[src/rtl/sdclk_pkg.sv]
package sdclk_pkg;
   typedef enum logic [3:0] {
      S_IDLE,
      S_GATE,
      S_P1_REQ,
      S_P1_WAIT,
      S_P2_REQ,
      S_P2_WAIT,
      S_LOAD,
      S_STAB,
      S_FIN
   } sdclk_state_e;
endpackage

[src/rtl/sdclk_divu.sv]
module sdclk_divu #(
   parameter int W = 32
) (
   input  logic         clk,
   input  logic         rst_n,
   input  logic         go,
   input  logic [W-1:0] num,
   input  logic [W-1:0] den,
   output logic         ready,
   output logic [W-1:0] quo
);
   localparam int CW = $clog2(W + 1);

   logic [W-1:0]  rem_q;
   logic [W-1:0]  den_q;
   logic [W-1:0]  num_q;
   logic [CW-1:0] cnt_q;
   logic          run_q;
   logic [W:0]    trial;

   generate
      if (W < 2) begin : g_bad_w
         $error("sdclk_divu: W must be at least 2");
      end
   endgenerate

   assign trial = {rem_q, quo[W-1]};

   always_ff @(posedge clk) begin
      if (!rst_n) begin
         rem_q <= '0;
         den_q <= '0;
         num_q <= '0;
         quo   <= '0;
         cnt_q <= '0;
         run_q <= 1'b0;
         ready <= 1'b0;
      end else begin
         ready <= 1'b0;
         if (go) begin
            rem_q <= '0;
            quo   <= num;
            num_q <= num;
            den_q <= den;
            cnt_q <= CW'(W);
            run_q <= 1'b1;
         end else if (run_q) begin
            if (trial >= {1'b0, den_q}) begin
               rem_q <= W'(trial - {1'b0, den_q});
               quo   <= {quo[W-2:0], 1'b1};
            end else begin
               rem_q <= trial[W-1:0];
               quo   <= {quo[W-2:0], 1'b0};
            end
            cnt_q <= cnt_q - 1'b1;
            if (cnt_q == CW'(1)) begin
               run_q <= 1'b0;
               ready <= 1'b1;
            end
         end
      end
   end

   // the delivered quotient is the truncated one
   assert_quotient_floor_R5: assert property (@(posedge clk) disable iff (!rst_n)
      ready |-> (({{W{1'b0}}, quo} * {{W{1'b0}}, den_q}) <= {{W{1'b0}}, num_q}) &&
                ({{W{1'b0}}, num_q} < ({{W{1'b0}}, quo} + 1'b1) * {{W{1'b0}}, den_q}));

   assert_ready_pulse_R5: assert property (@(posedge clk) disable iff (!rst_n)
      ready |=> !ready);
endmodule

[src/rtl/sdclk_code.sv]
module sdclk_code #(
   parameter int PRE_STEPS = 8,
   parameter int DIV_MAX   = 16,
   localparam int KW  = $clog2(PRE_STEPS + 1),
   localparam int DNW = $clog2(DIV_MAX + 1),
   localparam int DCW = (DIV_MAX > 2) ? $clog2(DIV_MAX) : 1
) (
   input  logic [KW-1:0]        shift,
   input  logic [DNW-1:0]       divisor,
   output logic [PRE_STEPS-1:0] pre_code,
   output logic [DCW-1:0]       div_code
);
   genvar i;
   generate
      for (i = 0; i < PRE_STEPS; i++) begin : g_onehot
         assign pre_code[i] = (shift == KW'(i + 1));
      end
   endgenerate

   assign div_code = DCW'(divisor - 1'b1);

   // a legal shift always yields exactly one prescaler bit
   always_comb begin
      if (shift >= KW'(1) && shift <= KW'(PRE_STEPS))
         assert_code_onehot_R3: assert ($countones(pre_code) == 1);
   end
endmodule

[src/rtl/sdclk_search.sv]
module sdclk_search
   import sdclk_pkg::*;
#(
   parameter int FW        = 32,
   parameter int PRE_STEPS = 8,
   parameter int DIV_MAX   = 16
) (
   input  logic         clk,
   input  logic         rst_n,
   input  logic         start,
   input  logic         en_req,
   input  logic [31:0]  base_hz,
   input  logic [31:0]  target_hz,
   input  logic         clk_stable,
   output logic         busy,
   output logic         done,
   output logic         err,
   output logic [7:0]   pre_code,
   output logic [3:0]   div_code,
   output logic [31:0]  achieved_hz,
   output logic         card_clk_en
);
   localparam int KW  = $clog2(PRE_STEPS + 1);
   localparam int DNW = $clog2(DIV_MAX + 1);
   localparam int DCW = (DIV_MAX > 2) ? $clog2(DIV_MAX) : 1;

   generate
      if (FW != 32) begin : g_bad_fw
         $error("sdclk_search: ports carry 32-bit frequencies");
      end
      if (PRE_STEPS != 8 || DCW != 4) begin : g_bad_codes
         $error("sdclk_search: port widths fix 8 prescaler steps and a 4-bit divisor code");
      end
      if (DIV_MAX < 2) begin : g_bad_div
         $error("sdclk_search: DIV_MAX must be at least 2");
      end
   endgenerate

   sdclk_state_e         state;
   logic [FW-1:0]        base_r, tgt_r, ach_r;
   logic                 en_r;
   logic [KW-1:0]        k_r;
   logic [DNW-1:0]       d_r;
   logic                 div_go, div_ready;
   logic [FW-1:0]        div_num, div_den, div_q;
   logic [PRE_STEPS-1:0] pre_next;
   logic [DCW-1:0]       dcode_next;

   assign div_go  = (state == S_P1_REQ) || (state == S_P2_REQ);
   assign div_num = base_r >> k_r;
   assign div_den = (state == S_P1_REQ || state == S_P1_WAIT) ? FW'(DIV_MAX) : FW'(d_r);
   assign busy    = (state != S_IDLE);
   assign done    = (state == S_FIN);

   sdclk_divu #(.W(FW)) divu_i (
      .clk   (clk),
      .rst_n (rst_n),
      .go    (div_go),
      .num   (div_num),
      .den   (div_den),
      .ready (div_ready),
      .quo   (div_q)
   );

   sdclk_code #(.PRE_STEPS(PRE_STEPS), .DIV_MAX(DIV_MAX)) code_i (
      .shift    (k_r),
      .divisor  (d_r),
      .pre_code (pre_next),
      .div_code (dcode_next)
   );

   always_ff @(posedge clk) begin
      if (!rst_n) begin
         state       <= S_IDLE;
         base_r      <= '0;
         tgt_r       <= '0;
         ach_r       <= '0;
         en_r        <= 1'b0;
         k_r         <= KW'(1);
         d_r         <= DNW'(1);
         err         <= 1'b0;
         pre_code    <= 8'h80;
         div_code    <= '0;
         achieved_hz <= '0;
         card_clk_en <= 1'b0;
      end else begin
         unique case (state)
            S_IDLE: begin
               if (start) begin
                  base_r <= base_hz;
                  tgt_r  <= target_hz;
                  en_r   <= en_req;
                  state  <= S_GATE;
               end
            end
            S_GATE: begin
               card_clk_en <= 1'b0;
               k_r         <= KW'(1);
               d_r         <= DNW'(1);
               if (!en_r) begin
                  state <= S_FIN;
               end else if (tgt_r == '0) begin
                  ach_r <= '0;
                  state <= S_LOAD;
               end else begin
                  state <= S_P1_REQ;
               end
            end
            S_P1_REQ: state <= S_P1_WAIT;
            S_P1_WAIT: begin
               if (div_ready) begin
                  if (div_q > tgt_r && k_r < KW'(PRE_STEPS)) begin
                     k_r   <= k_r + 1'b1;
                     state <= S_P1_REQ;
                  end else begin
                     state <= S_P2_REQ;
                  end
               end
            end
            S_P2_REQ: state <= S_P2_WAIT;
            S_P2_WAIT: begin
               if (div_ready) begin
                  if (div_q > tgt_r && d_r < DNW'(DIV_MAX)) begin
                     d_r   <= d_r + 1'b1;
                     state <= S_P2_REQ;
                  end else begin
                     ach_r <= div_q;
                     state <= S_LOAD;
                  end
               end
            end
            S_LOAD: begin
               pre_code    <= pre_next;
               div_code    <= dcode_next;
               achieved_hz <= ach_r;
               err         <= (ach_r == '0) || (ach_r > tgt_r);
               state       <= S_STAB;
            end
            S_STAB: begin
               if (clk_stable) begin
                  card_clk_en <= 1'b1;
                  state       <= S_FIN;
               end
            end
            S_FIN:   state <= S_IDLE;
            default: state <= S_IDLE;
         endcase
      end
   end

   assert_gate_off_R1: assert property (@(posedge clk) disable iff (!rst_n)
      (state == S_GATE) |=> !card_clk_en);

   assert_disabled_stays_off_R2: assert property (@(posedge clk) disable iff (!rst_n)
      (done && !en_r) |-> !card_clk_en);

   assert_pre_onehot_R3: assert property (@(posedge clk) disable iff (!rst_n)
      $countones(pre_code) == 1);

   assert_div_bound_R4: assert property (@(posedge clk) disable iff (!rst_n)
      (d_r >= DNW'(1)) && (d_r <= DNW'(DIV_MAX)));

   assert_enable_after_stable_R6: assert property (@(posedge clk) disable iff (!rst_n)
      $rose(card_clk_en) |-> $past(clk_stable));

   assert_err_flag_R8: assert property (@(posedge clk) disable iff (!rst_n)
      (done && en_r) |-> (err == ((achieved_hz == '0) || (achieved_hz > tgt_r))));

   assert_start_ignored_R9: assert property (@(posedge clk) disable iff (!rst_n)
      (busy && start) |=> (state != S_GATE));

   assert_done_pulse_R10: assert property (@(posedge clk) disable iff (!rst_n)
      done |=> !done);
endmodule

[config.mk]
export PLATFORM = sky130hd
export DESIGN_NAME = sdclk_search
export DESIGN_NICKNAME = d
export VERILOG_FILES = /design/src/rtl/sdclk_pkg.sv /design/src/rtl/sdclk_divu.sv /design/src/rtl/sdclk_code.sv /design/src/rtl/sdclk_search.sv
export SDC_FILE = /design/constraint.sdc
export NUM_CORES = 1
export LEC_CHECK = 0
export ABC_AREA = 0
export CAP_MARGIN = 20
export CORE_MARGIN = 4
export CORE_UTILIZATION = 50
export DETAILED_ROUTE_END_ITERATION = 16
export HOLD_SLACK_MARGIN = 0.03
export PLACE_DENSITY = 0.71
export SLEW_MARGIN = 20
export SYNTH_ARGS = -nofsm -noshare
export SYNTH_HDL_FRONTEND = slang
export SYNTH_SLANG_ARGS = --single-unit
[constraint.sdc]
create_clock -name clk -period 3 [get_ports clk]
set_input_delay 0.45 -clock clk [delete_from_list [all_inputs] [get_ports clk]]
set_output_delay 0.45 -clock clk [all_outputs]
set_load 0.01 [all_outputs]
==> reports/metrics.cfg <==
[layout]
area_growth_pct = 21.2
fin_nets = 1774
diodes = 0
fin_cells = 1970
layout-drive-gt1-share_pct = 8.57
fin_area_sq_mm = 0.0151

[clock_network]
cts_buffers = 26
cts_max_level = 1
cts_sinks = 233
cts_setup_buffers = 0
clk_pin_slew_ps = 70
clock-root-buffer = clkbuf_16
tritoncts = done
cts_hold_buf = 0
clock_latency_ps = 530
clock_path_buffers = 3
ctsResizeCount = 0

[setup_path]
r2r_end = k_r[0]
rrSetupSlack_ps = 120
path_class = reg -> reg
endpoint = k_r[0]
required_ps = 3430
crit_path_max_fanout = 3
end_kind = flop
cp.arrival_ps = 3310
r2r_cells = 10
worstReg2RegStart = tgt_r[27]
cp-startpoint = tgt_r[27]
startpoint_type = flop

[sta]
slew_headroom_pct = 47.3
fmax_mhz = 347
clock_skew_ps = 22.4
finalSetupTns_ps = 0
rsz0062_at_grt = false
worst_slew_pin_slew_ps = 790
fin_crit_ps = 2880
finalSetupViolCount = 0
finalHoldViolations = 0
period_share_pct = 96.0
holdWs_ps = 451
drv_slew = 0

[global_routing]
grt_pass1_vias = 10800
grt_util_all_layers_pct = 23.6
grt_pass1_wl_microns = 55100
grt_max_degree = 73
grt_overflow = 0
antenna_found_initial = 0

[floorplan]
die_y_microns = 166
die_x_microns = 166
fp.coreArea_sq_mm = 0.0244
dieArea_sq_mm = 0.0275
row_count = 57
start_util_pct = 51.0
io_pins = 117

[yosys]
synth_edf_count = 0
synth_warnings = 0
syn_nets = 1673
async_reset_ff_share_pct = 0
synth_area_leaders = dfxtp_1, nand2_1, ha_1
ys_top_cells_by_count = nand2_1, dfxtp_1, a21oi_1
syn_area_sq_mm = 0.0124
synth_top_flop_cell = dfxtp_1
synthCells = 1526
synth_most_common_cell = nand2_1
synth.distinct_cells = 73
yosysTopAreaCell = dfxtp_1
synth.top_cell.area_share_pct = 37.5
avgSynthCellArea_sq_um = 8.15
ys_ff_latch = 233
yosysSeqAreaShare_pct = 37.5

[placement]
place_hpwl_microns = 25200
placedCellCount = 1923
postPlaceCellArea_sq_mm = 0.0141
place.gp.congestion = 0.975
portBuffers = 116

[detailed_routing]
vias = 11400
wire_per_inst_microns = 17.2
drt-initial-drc-count = 781
ant_nets = 0
via_per_inst = 5.76
drc = 0
wl_microns = 33900
drt_first_pass_iters = 5

[power_and_ir_drop]
p_switching_mw = 2.07
intPower_mw = 5.83
peakVddDrop_mv = 0.352
switching_share_pct = 26.2
clockPowerShare_pct = 43.2
p_seq_share_pct = 41.8
power_density_mw_per_mm2 = 524
combPwrFrac_pct = 15.1
p_leak_nw = 5.64

[worst_hold_path]
hold_path.class = reg -> reg

[run_status]
outcome = finished, final reports clean

[flow_run]
maxCapViolations = 0

cells by family after synthesis:
group                    synth area share (%)
AO/OA/AOI/OAI                            21.8
XOR/XNOR                                 1.55
adder cells (fa/ha/maj)                  7.91
buffers and inverters                    4.80
flip-flops                               37.5
multiplexers                             6.94
AND/OR/NAND/NOR                          19.5
how the worst min path moves through the flow:
stage                     end  cells after the start            from  slack (ps)
6_report          pre_code[5]                      2     pre_code[5]         450
3_5_place_dp   achieved_hz[5]                      2  achieved_hz[5]         450
5_1_grt             tgt_r[15]                      3   target_hz[15]         460
3_3_place_gp   achieved_hz[6]                      2  achieved_hz[6]         440
4_1_cts             tgt_r[10]                      3   target_hz[10]         450
2_1_floorplan       base_r[0]                      2       base_r[0]         440
power by group through the flow:
| stage | combinational [mW] | sequential, mW | clock, mW |
|---|---|---|---|
| after global routing | 1.32 | 3.31 | 3.60 |
| after global placement | 1.16 | 3.36 | 0 |
| final | 1.19 | 3.30 | 3.41 |
| after CTS | 1.18 | 3.30 | 3.47 |
| after floorplan | 0.781 | 3.33 | 0 |
| after detailed placement | 1.18 | 3.37 | 0 |
worst max-delay path, stage by stage (launching register included):
cell	delay, ps
dfxtp_1	360
inv_1	80
ha_1	320
nand4_1	210
nor4_1	430
nand2b_1	130
a31oi_1	250
buf_4	170
nor2_1	40
or4b_1	560
o22a_1	230
placed cells by master (no fill, tap or decap), types with 5 or more instances in the layout:
| master | n |
|---|---|
| a22o_1 | 34 |
| xor2_1 | 9 |
| nand4_1 | 21 |
| a21o_1 | 5 |
| mux2i_1 | 66 |
| buf_12 | 5 |
| a31oi_1 | 20 |
| dfxtp_1 | 231 |
| nor2_1 | 73 |
| nand3_1 | 18 |
| o31ai_1 | 7 |
| nor4_1 | 21 |
| clkdlybuf4s50_1 | 116 |
| and2_1 | 9 |
| clkbuf_8 | 6 |
| mux2_2 | 12 |
| xnor2_1 | 13 |
| nand2b_1 | 8 |
| buf_4 | 54 |
| o22ai_1 | 5 |
| or4_1 | 8 |
| nand2_1 | 275 |
| a211oi_1 | 53 |
| inv_1 | 52 |
| o21a_1 | 5 |
| o21ai_0 | 78 |
| clkbuf_16 | 27 |
| a21oi_1 | 174 |
| and3_1 | 6 |
| ha_1 | 77 |
| o22a_1 | 6 |
| or3_1 | 15 |
| nor3_1 | 19 |
| nor2b_1 | 24 |
| o211ai_1 | 5 |
registers in the layout, indices dropped and copies added (netlist names), 4 cells and up:
| signal | count |
|---|---|
| state | 4 |
| divu_i.rem_q | 32 |
| divu_i.den_q | 5 |
| div_code | 4 |
| d_r | 5 |
| base_r | 32 |
| achieved_hz | 32 |
| divu_i.quo | 32 |
| k_r | 4 |
| tgt_r | 32 |
| divu_i.cnt_q | 6 |
| pre_code | 8 |
| ach_r | 32 |
per-stage QoR:
stage / total power [mW] / setup slack, ps / utilization (%)
3_3_place_gp: 4.53 / 257 / 58.0
4_1_cts: 7.95 / 180 / 61.8
5_1_grt: 8.23 / 6.90 / 61.8
6_report: 7.90 / 119 / 61.8
3_5_place_dp: 4.54 / 196 / 58.0
2_1_floorplan: 4.11 / 378 / -
per-layer routing:
metal / vias to the layer above / share of wire, % / track usage (%)
li1: 5701 / - / -
met1: 5317 / 45 / 31.3
met2: 272 / 48 / 40.6
met3: 66 / 4.6 / 2.72
met4: 0 / 3.1 / 7.14
met5: - / 0 / 0
final cells by class:
type | instances | area [sq um]
Clock buffer | 37 | 773
Clock inverter | 10 | 156
Fill cell | 2214 | 9320
Inverter | 55 | 209
Multi-Input combinational cell | 1136 | 7190
Sequential cell | 233 | 4670
Tap cell | 324 | 405
Timing Repair Buffer | 175 | 1670
(Power assumes the default switching activity.)
